## src/rtl/pit_pkg.sv

```systemverilog
package pit_pkg;

    localparam int BYTE_W = 8;
    localparam int CNT_W  = 2 * BYTE_W;
    localparam int DIGITS = CNT_W / 4;

    localparam logic [CNT_W-1:0] CNT_ONE = 1;
    localparam logic [CNT_W-1:0] CNT_TWO = 2;

    typedef enum logic [2:0] {
        M_TERM     = 3'd0,
        M_ONESHOT  = 3'd1,
        M_RATE     = 3'd2,
        M_SQUARE   = 3'd3,
        M_SWSTROBE = 3'd4,
        M_HWSTROBE = 3'd5
    } pit_mode_e;

    typedef enum logic [1:0] {
        ACC_LATCH = 2'd0,
        ACC_LO    = 2'd1,
        ACC_HI    = 2'd2,
        ACC_PAIR  = 2'd3
    } acc_e;

    typedef struct packed {
        pit_mode_e mode;
        acc_e      acc;
        logic      bcd;
    } cfg_t;

    // Codes with the middle bit set are the periodic behaviours; top bit is dropped.
    function automatic pit_mode_e decode_mode(input logic [2:0] f);
        if (f[1]) return pit_mode_e'({1'b0, f[1:0]});
        return pit_mode_e'(f);
    endfunction

    function automatic logic [CNT_W-1:0] step_down(input logic [CNT_W-1:0] v, input logic bcd);
        logic [CNT_W-1:0] r;
        logic             borrow;
        r = v - CNT_ONE;
        if (bcd) begin
            r      = v;
            borrow = 1'b1;
            for (int i = 0; i < DIGITS; i++) begin
                if (borrow) begin
                    if (v[i*4 +: 4] == 4'd0) begin
                        r[i*4 +: 4] = 4'd9;
                    end else begin
                        r[i*4 +: 4] = v[i*4 +: 4] - 4'd1;
                        borrow      = 1'b0;
                    end
                end
            end
        end
        return r;
    endfunction

endpackage

```

## src/rtl/pit_regs.sv

```systemverilog
module pit_regs
    import pit_pkg::*;
(
    input  logic              clk,
    input  logic              rst,
    input  logic              wr_en,
    input  logic              wr_ctrl,
    input  logic [BYTE_W-1:0] wr_data,
    input  logic              rd_en,
    input  logic [CNT_W-1:0]  live_count,
    output pit_mode_e         mode_q,
    output logic              bcd_q,
    output pit_mode_e         new_mode,
    output logic              cfg_wr,
    output logic              count_wr,
    output logic [CNT_W-1:0]  reload_q,
    output logic [BYTE_W-1:0] rd_data
);

    cfg_t             cfg_q;
    cfg_t             cfg_new;
    logic             wr_tgl;
    logic             rd_tgl;
    logic             latched;
    logic [CNT_W-1:0] latch_val;
    logic [CNT_W-1:0] rd_src;
    logic             latch_cmd;
    logic             sel_unused;

    assign sel_unused = ^wr_data[7:6];

    always_comb begin
        cfg_new.mode = decode_mode(wr_data[3:1]);
        cfg_new.acc  = acc_e'(wr_data[5:4]);
        cfg_new.bcd  = wr_data[0];
    end

    assign latch_cmd = wr_en && wr_ctrl && (cfg_new.acc == ACC_LATCH);
    assign cfg_wr    = wr_en && wr_ctrl && (cfg_new.acc != ACC_LATCH);
    assign count_wr  = wr_en && !wr_ctrl && ((cfg_q.acc != ACC_PAIR) || wr_tgl);
    assign mode_q    = cfg_q.mode;
    assign bcd_q     = cfg_q.bcd;
    assign new_mode  = cfg_new.mode;

    always_ff @(posedge clk) begin
        if (rst) begin
            cfg_q     <= '{mode: M_TERM, acc: ACC_PAIR, bcd: 1'b0};
            wr_tgl    <= 1'b0;
            rd_tgl    <= 1'b0;
            latched   <= 1'b0;
            latch_val <= '0;
            reload_q  <= '0;
        end else begin
            if (rd_en) begin
                if ((cfg_q.acc == ACC_PAIR) && !rd_tgl) begin
                    rd_tgl <= 1'b1;
                end else begin
                    rd_tgl  <= 1'b0;
                    latched <= 1'b0;
                end
            end
            if (latch_cmd) begin
                if (!latched) begin
                    latched   <= 1'b1;
                    latch_val <= live_count;
                end
            end else if (cfg_wr) begin
                cfg_q   <= cfg_new;
                wr_tgl  <= 1'b0;
                rd_tgl  <= 1'b0;
                latched <= 1'b0;
            end else if (wr_en) begin
                case (cfg_q.acc)
                    ACC_LO:  reload_q <= {{BYTE_W{1'b0}}, wr_data};
                    ACC_HI:  reload_q <= {wr_data, {BYTE_W{1'b0}}};
                    ACC_PAIR: begin
                        if (!wr_tgl) reload_q[BYTE_W-1:0]     <= wr_data;
                        else         reload_q[CNT_W-1:BYTE_W] <= wr_data;
                        wr_tgl <= !wr_tgl;
                    end
                    default: ;
                endcase
            end
        end
    end

    assign rd_src  = latched ? latch_val : live_count;
    assign rd_data = ((cfg_q.acc == ACC_HI) || ((cfg_q.acc == ACC_PAIR) && rd_tgl))
                     ? rd_src[CNT_W-1:BYTE_W] : rd_src[BYTE_W-1:0];

    // a held snapshot does not move while the counter runs
    a_r4_latch_holds: assert property (@(posedge clk) disable iff (rst)
        (latched && !wr_en && !rd_en) |=> $stable(rd_data));

endmodule

```

## src/rtl/pit_core.sv

```systemverilog
module pit_core
    import pit_pkg::*;
(
    input  logic             clk,
    input  logic             rst,
    input  pit_mode_e        mode,
    input  logic             bcd,
    input  pit_mode_e        new_mode,
    input  logic             cfg_wr,
    input  logic             count_wr,
    input  logic [CNT_W-1:0] reload,
    input  logic             gate,
    output logic [CNT_W-1:0] count_q,
    output logic             out_q
);

    logic gate_q;
    logic armed;
    logic load_pend;
    logic running;
    logic fired;
    logic trig;
    logic [CNT_W-1:0] even_reload;

    assign trig        = gate && !gate_q;
    assign even_reload = reload & ~CNT_ONE;

    always_ff @(posedge clk) begin
        if (rst) begin
            gate_q    <= 1'b0;
            armed     <= 1'b0;
            load_pend <= 1'b0;
            running   <= 1'b0;
            fired     <= 1'b0;
            count_q   <= '0;
            out_q     <= 1'b1;
        end else begin
            gate_q <= gate;
            if (cfg_wr) begin
                out_q     <= (new_mode != M_TERM);
                armed     <= 1'b0;
                load_pend <= 1'b0;
                running   <= 1'b0;
            end else if (count_wr) begin
                armed <= 1'b1;
                if (mode == M_TERM) out_q <= 1'b0;
                if (mode == M_SWSTROBE || mode == M_HWSTROBE) out_q <= 1'b1;
                if (mode != M_ONESHOT && mode != M_HWSTROBE) begin
                    load_pend <= 1'b1;
                    running   <= 1'b0;
                end
            end else begin
                case (mode)
                    M_TERM, M_SWSTROBE: begin
                        if (mode == M_SWSTROBE) out_q <= 1'b1;
                        if (load_pend) begin
                            count_q   <= reload;
                            load_pend <= 1'b0;
                            running   <= 1'b1;
                            fired     <= 1'b0;
                        end else if (running && gate) begin
                            count_q <= step_down(count_q, bcd);
                            if (count_q == CNT_ONE) begin
                                if (mode == M_TERM) begin
                                    out_q <= 1'b1;
                                end else if (!fired) begin
                                    out_q <= 1'b0;
                                    fired <= 1'b1;
                                end
                            end
                        end
                    end
                    M_ONESHOT, M_HWSTROBE: begin
                        if (mode == M_HWSTROBE) out_q <= 1'b1;
                        if (trig && armed) begin
                            count_q <= reload;
                            running <= 1'b1;
                            if (mode == M_ONESHOT) out_q <= 1'b0;
                        end else if (running) begin
                            count_q <= step_down(count_q, bcd);
                            if (count_q == CNT_ONE) begin
                                running <= 1'b0;
                                out_q   <= (mode == M_ONESHOT);
                            end
                        end
                    end
                    M_RATE, M_SQUARE: begin
                        if (!gate) begin
                            out_q <= 1'b1;
                        end else if (load_pend || (trig && armed)) begin
                            count_q   <= (mode == M_SQUARE) ? even_reload : reload;
                            load_pend <= 1'b0;
                            out_q     <= 1'b1;
                        end else if (armed) begin
                            if (mode == M_RATE) begin
                                if (count_q == CNT_ONE) begin
                                    count_q <= reload;
                                    out_q   <= 1'b1;
                                end else begin
                                    count_q <= step_down(count_q, bcd);
                                    if (count_q == CNT_TWO) out_q <= 1'b0;
                                end
                            end else begin
                                if (count_q == CNT_TWO) begin
                                    count_q <= even_reload;
                                    out_q   <= !out_q;
                                end else begin
                                    count_q <= step_down(step_down(count_q, bcd), bcd);
                                end
                            end
                        end
                    end
                    default: ;
                endcase
            end
        end
    end

    // gate low freezes the count in the gated one-shot behaviours
    a_r7_gate_pause: assert property (@(posedge clk) disable iff (rst)
        ((mode == M_TERM || mode == M_SWSTROBE) && !gate && !load_pend && !cfg_wr && !count_wr)
        |=> $stable(count_q));

    // once high in behaviour 0, out stays high until reprogrammed
    a_r6_term_stays_high: assert property (@(posedge clk) disable iff (rst)
        (mode == M_TERM && out_q && !cfg_wr && !count_wr) |=> out_q);

    // strobe pulses last a single clock
    a_r11_strobe_single: assert property (@(posedge clk) disable iff (rst)
        ((mode == M_SWSTROBE || mode == M_HWSTROBE) && !out_q && !cfg_wr) |=> out_q);

    // the rate pulse is one clock wide
    a_r9_rate_low_one: assert property (@(posedge clk) disable iff (rst)
        (mode == M_RATE && gate && !out_q && !cfg_wr && !count_wr) |=> out_q);

    // gate low in the periodic behaviours forces out high
    a_r14_gate_forces_high: assert property (@(posedge clk) disable iff (rst)
        ((mode == M_RATE || mode == M_SQUARE) && !gate && !cfg_wr) |=> out_q);

endmodule

```

## src/rtl/pit_channel.sv

```systemverilog
module pit_channel
    import pit_pkg::*;
(
    input  logic              clk,
    input  logic              rst,
    input  logic              wr_en,
    input  logic              wr_ctrl,
    input  logic [BYTE_W-1:0] wr_data,
    input  logic              rd_en,
    output logic [BYTE_W-1:0] rd_data,
    input  logic              gate,
    output logic              out
);

    pit_mode_e        mode_q;
    pit_mode_e        new_mode;
    logic             bcd_q;
    logic             cfg_wr;
    logic             count_wr;
    logic [CNT_W-1:0] reload_q;
    logic [CNT_W-1:0] count_q;

    pit_regs u_regs (
        .clk        (clk),
        .rst        (rst),
        .wr_en      (wr_en),
        .wr_ctrl    (wr_ctrl),
        .wr_data    (wr_data),
        .rd_en      (rd_en),
        .live_count (count_q),
        .mode_q     (mode_q),
        .bcd_q      (bcd_q),
        .new_mode   (new_mode),
        .cfg_wr     (cfg_wr),
        .count_wr   (count_wr),
        .reload_q   (reload_q),
        .rd_data    (rd_data)
    );

    pit_core u_core (
        .clk      (clk),
        .rst      (rst),
        .mode     (mode_q),
        .bcd      (bcd_q),
        .new_mode (new_mode),
        .cfg_wr   (cfg_wr),
        .count_wr (count_wr),
        .reload   (reload_q),
        .gate     (gate),
        .count_q  (count_q),
        .out_q    (out)
    );

endmodule

```

## config.mk

```make
export PLATFORM = sky130hd
export DESIGN_NAME = pit_channel
export DESIGN_NICKNAME = d
export VERILOG_FILES = /design/src/rtl/pit_pkg.sv /design/src/rtl/pit_regs.sv /design/src/rtl/pit_core.sv /design/src/rtl/pit_channel.sv
export SDC_FILE = /design/constraint.sdc
export NUM_CORES = 1
export LEC_CHECK = 0
export ABC_AREA = 1
export BUFFER_PORTS_ARGS = -buffer_cell sky130_fd_sc_hd__buf_2
export CELL_PAD_IN_SITES_DETAIL_PLACEMENT = 0
export CELL_PAD_IN_SITES_GLOBAL_PLACEMENT = 1
export CORE_UTILIZATION = 40
export CTS_CLUSTER_DIAMETER = 120
export DETAILED_ROUTE_END_ITERATION = 12
export PLACE_DENSITY = 0.87
export SYNTH_ARGS = -nofsm -noshare
export SYNTH_HDL_FRONTEND = slang
export SYNTH_HIERARCHICAL = 1
export SYNTH_SLANG_ARGS = --single-unit
```

## constraint.sdc

```tcl
create_clock -name clk -period 2.7 [get_ports clk]
set_clock_uncertainty 0.2 [all_clocks]
set_input_delay 0.81 -clock clk [delete_from_list [all_inputs] [get_ports clk]]
set_output_delay 0.81 -clock clk [all_outputs]
set_load 0.02 [all_outputs]
```

==> summary.md, run 1 <==
| Metric | Value |
|---|---|
| Status | `finished clean` |
| Yosys top cell by area | `dfxtp_1` |
| Reg2Reg Launch Point | `u_core/count_q[0]` |
| Mapped Nets | `951` |
| Critical Path AT | `2630 ps` |
| First-pass iteration count of the detailed router | `5` |
| Hold EP | `u_regs/latch_val[4]` |
| Area share of xor/xnor cells in the synthesized design | `0.00639` |
| Hold Crit Class | `flop to flop` |
| CP Class | `flop to flop` |
| Adder-cell share of the synthesized area | `0.0183` |
| Sequential share of the synthesized area | `0.230` |
| Die Y | `119 um` |
| Syn Inst Count | `929` |
| WL per Instance | `15.8 um` |
| Post-synth top cells | `234 x nand2_1, 108 x inv_1, 101 x nor2_1` |
| Mapped Avg Cell Area | `5.90 um2` |
| Gr usage total | `0.269` |
| FF-to-FF setup slack | `80 ps` |
| Effective utilization at floorplan | `0.412` |
| Vias per cell | `5.49` |
| RSZ-0062 raised after global routing | `yes` |
| Number of synthesized flops with an enable pin | `0` |
| CTS Root Cell | `clkbuf_16` |
| Synth unique cells | `46` |
| Register-to-Register Path Depth | `20` |
| DRC | `0` |
| Synth Register Bits | `63` |
| Row count | `42` |
| Worst hold start | `u_regs/latch_val[4]` |
| Die area | `0.0142 mm2` |
| Number of fillers in the final layout | `1346` |
| Max-Slew Margin vs Limit | `0.550` |
| Total Wirelength | `19.1 mm` |
| Pwr dens | `718 mW/mm2` |
| Max-slew violations | `0` |
| Iteration-0 DRC Markers | `589` |
| Synth top area share | `0.230` |
| Crit-path max FO | `4` |
| Ports | `23` |
| Final setup viols | `0` |
| Diode count | `0` |
| Fmax | `382 MHz` |
| Fin. Hold Viols | `0` |
| CTS tree | `built` |
| Count leader, synth | `nand2_1` |
| Synth Cell Area | `0.00548 mm2` |
| R2R Path End | `u_core/count_q[12]` |
| Area grow syn2layout | `27.0%` |
| Final non-filler cell area | `0.00696 mm2` |
| Main combinational cell family by area after synthesis | `simple AND/OR/NAND/NOR gates` |
| Clock Latency Late Sink | `330 ps` |
| ANT nets after route | `0` |
| Dpl hpwl | `14.6 mm` |
| CTS Buf Count | `9` |
| Initial antenna violation count | `0` |
| Final net count | `1050` |
| Clk sinks | `63` |
| Simple-gate share of the synthesized area | `0.391` |
| Maximum vdd drop | `302 uV` |
| CORE AREA | `0.0133 mm2` |
| Async set-reset flop share out of synthesis | `0` |
| Clock-pin slew on the worst setup and hold paths | `60 ps` |
| Ratio of cells with drive above 1 in the final layout | `0.242` |
| Worst-Margin Slew | `668 ps` |
| Pre-CTS setup slack | `-133 ps` |
| Hold Crit Depth | `2` |
| Area fraction in compound gates after synthesis | `0.236` |
| GR Overflow Total | `0` |
| Tcrit/Tclk final | `0.970` |
| Startpoint types | `flop` |
| Placed instance area | `0.00635 mm2` |
| Largest net degree at the start of global routing | `34` |
| Count of hold-fix buffers inserted at cts | `0` |
| First-pass GRT wire length | `30.4 mm` |
| Mux contribution to synthesized area | `0` |
| H-Tree Level Count | `3` |
| Synth Flop Type | `dfxtp_1` |
| Final worst slack | `80.8 ps` |
| RD Place Congestion | `0.926` |
| Die Wd | `119 um` |
| CP Data Required Time | `2710 ps` |
| Critical Path End Type | `flop` |
| Leakage | `3.21 nW` |
| Tmin final | `2620 ps` |
| Synth area leaders | `dfxtp_1 23%, nand2_1 16%, inv_1 7.4%` |
| Max Cap Viol | `0` |
| Setup TNS | `0 ps` |
| Vias | `6641` |
| Synth warn | `6` |
| Vias in the first global route | `6123` |
| Port bufs | `22` |
| Max Buffers Root-to-Sink | `2` |
-- per-stage QoR --
step / total power [mW] / hold WS, ps / std cells / utilization
CTS: 4.69 / 248 / 1201 / 0.502
detailed placement: 3.50 / 240 / 1185 / 0.478
global route: 5.33 / 279 / 1209 / 0.523
global placement: 3.50 / 235 / 1185 / 0.478
floorplan: 2.65 / 225 / 929 / -
finish: 5.00 / 246 / 1209 / 0.523
-- critical path: stages, from the launching register on --
cell	delay (ps)
dfxtp_2	340
inv_4	90
ha_4	170
nand2_4	80
inv_2	70
nand2_2	80
a21oi_2	120
o21ai_1	100
nand2_2	130
ha_2	200
nand4_1	170
nor2_2	190
nand2_1	60
nand2_1	50
nand3_1	80
nand3_1	90
nand2_1	50
nand2_1	60
nand2_1	50
nand2_1	70
a21oi_2	50
-- final cells by class --
| type | count | area, um2 | share of cell area |
|---|---|---|---|
| Timing Repair Buffer | 122 | 877 | 0.126 |
| Multi-Input combinational cell | 706 | 3820 | 0.549 |
| Tap cell | 176 | 220 | 0.0316 |
| Inverter | 126 | 478 | 0.0687 |
| Clock buffer | 10 | 229 | 0.0329 |
| Sequential cell | 63 | 1270 | 0.183 |
| Clock inverter | 6 | 61.3 | 0.00881 |
-- cells by family (layout without fill, tap and decap cells) --
| logic type | count (synthesis) | in the layout |
|---|---|---|
| AOI/OAI and AO/OA | 228 | 228 |
| adders and majority gates | 8 | 8 |
| buffers and inverters | 161 | 264 |
| xor gates and xnor gates | 4 | 4 |
| and+or+nand+nor | 465 | 466 |
| DFF | 63 | 63 |
-- how the worst max path moves through the flow --
stage	start	end	slack, ps	depth (start not counted)
2_1_floorplan	wr_en	u_core/count_q[5]	-10	12
3_3_place_gp	u_core/count_q[0]	u_core/count_q[15]	-50	17
3_5_place_dp	u_core/count_q[0]	u_core/count_q[15]	-130	17
4_1_cts	u_core/count_q[1]	u_core/count_q[15]	10	16
5_1_grt	u_core/count_q[1]	u_core/count_q[12]	-120	19
6_report	u_core/count_q[0]	u_core/count_q[12]	80	20
-- layer usage --
metal,share of wire,vias up,global-route usage
met1,0.44,3023,0.347
li1,-,3289,-
met4,0.033,0,0.108
met5,0,-,0
met3,0.071,58,0.0431
met2,0.46,271,0.445
-- state kept, by name (all words and copies together) (netlist names) --
name              flops
u_core/armed          1
u_core/gate_q         1
u_regs/wr_tgl         1
u_regs/reload_q      16
u_core/out_q          1
u_regs/bcd_q          1
u_regs/latched        1
u_regs/rd_tgl         1
u_core/count_q       16
u_regs/mode_q         3
u_core/load_pend      1
u_core/running        1
u_regs/cfg_q          2
u_core/fired          1
u_regs/latch_val     16
-- placed cells by master (no fill, tap or decap), drive strengths merged, types with 3 or more instances in the layout --
cell type  synthesis  layout
nand2            250     250
inv              125     125
buf               22     122
nor2             117     117
o21ai            105     105
a21oi             67      67
nand3             65      66
dfxtp             63      63
nand4             18      18
a221oi            15      15
o22ai             12      12
o211ai            11      11
clkbuf            13      10
ha                 8       8
nor3               7       7
clkinv             1       5
xor2               3       3
a31oi              3       3
o31ai              3       3
o21a               3       3
-- where the power goes --
group          internal, mW  total [mW]  leakage (nW)  switching, mW
clock network         0.711        1.15         0.142          0.439
logic                  1.04        2.75          2.55           1.71
registers              1.01        1.10         0.519         0.0880
total                  2.75        5.00          3.21           2.24
-- timing repair --
action / in CTS / in global routing
setup endpoints to repair: 6 / 18
gates resized for setup: 7 / 69
buffers inserted: 0 / 7
pin swaps: 2 / 18
gates cloned: 0 / 1
Note: power is estimated with default switching activity, not from simulation.
==> run 2, diff against run 1 <==
Settings changed: CORE_UTILIZATION 40 to 41, CTS_BUF_LIST set to sky130_fd_sc_hd__clkbuf_4, HOLD_SLACK_MARGIN set to 0.02, PLACE_DENSITY 0.87 to 0.89.
==> summary.md, run 2 (same netlist as run 1, synthesis figures left out) <==
| Metric | Value |
|---|---|
| Sequential Area | `0.00128 mm2 (+0.59%)` |
| Final worst slack | `99.3 ps (+18.5 ps)` |
| Most frequent CP cell | `nand2_4` |
| Largest net degree at the start of global routing | `34 (unchanged)` |
| Initial antenna violation count | `0 (unchanged)` |
| RSZ-0062 raised after global routing | `yes` |
| DRC | `0 (unchanged)` |
| Final non-filler cell area | `0.00697 mm2 (+0.20%)` |
| Die Y | `118 um (-1.2%)` |
| Dpl hpwl | `14.1 mm (-3.1%)` |
| Status | `finished clean` |
| Max Cap Viol | `0 (unchanged)` |
| Ratio of cells with drive above 1 in the final layout | `0.266 (+0.0238)` |
| Leakage | `3.23 nW (+0.49%)` |
| Reg2Reg Launch Point | `u_core/count_q[1]` |
| Final Hold Slack | `262 ps (+15.8 ps)` |
| CTS Root Cell | `clkbuf_4` |
| Placed instance area | `0.00635 mm2 (about the same)` |
| Area grow syn2layout | `27.2%` |
| Count of hold-fix buffers inserted at cts | `0 (unchanged)` |
| First-pass GRT wire length | `29.3 mm (-3.5%)` |
| Finished Layout Cells | `1214 (+0.41%)` |
| Total Wirelength | `18.6 mm (-2.3%)` |
| Startpoint types | `flop` |
| Cell Chain, Critical Path | `inv_4, ha_4, buf_4, nand3_4, nand2_4, nand2_4, nor2_4, nand2_4, nor2_8, nand3_4, nor2_8, nand3_1, xor2_1, o21ai_1, nand2_1, nand2_1, a21oi_1` |
| Met2 WL post-DR | `8.56 mm (-2.2%)` |
| Number of fillers in the final layout | `1300 (-3.4%)` |
| Wl on met1 | `8.17 mm (-1.9%)` |
| Critical Path AT | `2730 ps (+100 ps)` |
| Pre-CTS setup slack | `-79.3 ps (+53.6 ps)` |
| Fmax | `385 MHz (+0.71%)` |
| Port bufs | `22 (unchanged)` |
| Clock-pin slew on the worst setup and hold paths | `130 ps (+70 ps)` |
| Crit-path max FO | `8 (+4)` |
| Maximum vdd drop | `314 uV (+4.0%)` |
| Max-slew violations | `0 (unchanged)` |
| Diode count | `0 (unchanged)` |
| Worst hold start | `u_regs/latch_val[6]` |
| ANT nets after route | `0 (unchanged)` |
| Vias | `6562 (-1.2%)` |
| Commonest non-fill, non-tap cells in the layout | `223 x nand2_1, 103 x buf_4, 102 x inv_1` |
| Ports | `23 (unchanged)` |
| R2R Path End | `u_core/count_q[15]` |
| Row count | `41 (-2.4%)` |
| WL met3 | `1.33 mm (-1.6%)` |
| Crit path largest cell delay | `390 ps (+50 ps)` |
| Gr usage total | `0.263 (-0.00619)` |
| Worst-Margin Slew | `575 ps (-92.8 ps)` |
| Hold Crit Class | `flop to flop` |
| GR Overflow Total | `0 (unchanged)` |
| CORE AREA | `0.0128 mm2 (-3.5%)` |
| WL per Instance | `15.3 um (-2.7%)` |
| Fin. Hold Viols | `0 (unchanged)` |
| FF-to-FF setup slack | `100 ps (+20 ps)` |
| Tcrit/Tclk final | `0.963 (-0.00684)` |
| PnR Total Power | `4.62 mW (-7.6%)` |
| H-Tree Level Count | `3 (unchanged)` |
| Vias in the first global route | `5970 (-2.5%)` |
| RD Place Congestion | `1.00 (+8.4%)` |
| Hold Crit Depth | `2 (unchanged)` |
| Register-to-Register Path Depth | `17 (-15%)` |
| Largest registers | `u_core/count_q x16, u_regs/latch_val x16, u_regs/reload_q x16` |
| Tmin final | `2600 ps (-18.5 ps)` |
| Final Util | `0.544 (+0.0203)` |
| Final net count | `1059 (+0.86%)` |
| Die area | `0.0138 mm2 (-2.4%)` |
| Max Buffers Root-to-Sink | `2 (unchanged)` |
| CP max-delay cell | `dfxtp_4` |
| Hold EP | `u_regs/latch_val[6]` |
| Clk sinks | `63 (unchanged)` |
| Critical Path End Type | `flop` |
| Effective utilization at floorplan | `0.427 (+0.0151)` |
| Setup TNS | `0 ps (unchanged)` |
| Die Wd | `118 um (-1.2%)` |
| CP Data Required Time | `2830 ps (+120 ps)` |
| Commonest non-fill, non-tap cell in the layout | `nand2_1` |
| Iteration-0 DRC Markers | `637 (+8.1%)` |
| Pwr dens | `662 mW/mm2 (-7.7%)` |
| Vias per cell | `5.41 (-1.6%)` |
| CP Class | `flop to flop` |
| Final setup viols | `0 (unchanged)` |
| First-pass iteration count of the detailed router | `5 (unchanged)` |
| CTS tree | `built` |
| Highest metal used | `met4` |
| Placed cells | `1181 (-0.34%)` |
| Area of the multi-input gates | `0.00387 mm2 (+1.2%)` |
| CTS Buf Count | `9 (unchanged)` |
| Clock Latency Late Sink | `430 ps (+100 ps)` |
| Max-Slew Margin vs Limit | `0.613 (+0.0625)` |
run 2: cell count changes in the layout (fill, tap and decap cells not counted), sizes merged:
cell / before / now
clkinv: 5 / 4
clkbuf: 10 / 13
buf: 122 / 130
nand3: 66 / 65
run 2: metal layers:
metal	up-vias	GRT usage
li1	3299	-
met1	2963	0.349
met2	257	0.433
met3	43	0.0213
met4	0	0.117
met5	-	0
run 2: timing repair:
| action | 4_1_cts | 5_1_grt |
|---|---|---|
| pin swaps | 0 | 28 |
| gates resized for setup | 5 | 113 |
| setup buffers | 0 | 15 |
| cloned | 0 | 2 |
| endpoints found under the setup margin | 6 | 20 |
run 2: cell type report:
| type | instances | area share |
|---|---|---|
| well taps | 172 | 0.0309 |
| inverters | 126 | 0.0689 |
| clock inverters | 5 | 0.00843 |
| multi-input cells | 705 | 0.555 |
| repair buffers | 132 | 0.142 |
| flip-flops and latches | 63 | 0.184 |
| clock buffers | 11 | 0.0118 |
run 2: worst max-delay path by stage:
stage | start | slack [ps] | cells past startpoint | to
floorplan | wr_en | -10 | 12 | u_core/count_q[5]
global placement | gate | -30 | 11 | u_core/count_q[15]
detailed placement | u_core/count_q[0] | -80 | 17 | u_core/count_q[15]
CTS | u_regs/latched | 10 | 6 | rd_data[7]
global route | u_core/count_q[1] | -50 | 16 | u_core/count_q[15]
finish | u_core/count_q[1] | 100 | 17 | u_core/count_q[15]
run 2: worst max-delay path, delay by kind of cell (launching register included):
kind / cells / cell delay [ps]
flip-flops: 1 / 390
XOR/XNOR: 1 / 150
buffers and inverters: 2 / 200
adder cells (fa/ha/maj): 1 / 150
AO/OA/AOI/OAI: 2 / 180
AND/OR/NAND/NOR: 11 / 1200
run 2: where the power goes:
group | internal (mW) | switching, mW
Combinational | 1.12 | 1.72
Clock | 0.303 | 0.379
Sequential | 1.01 | 0.0878
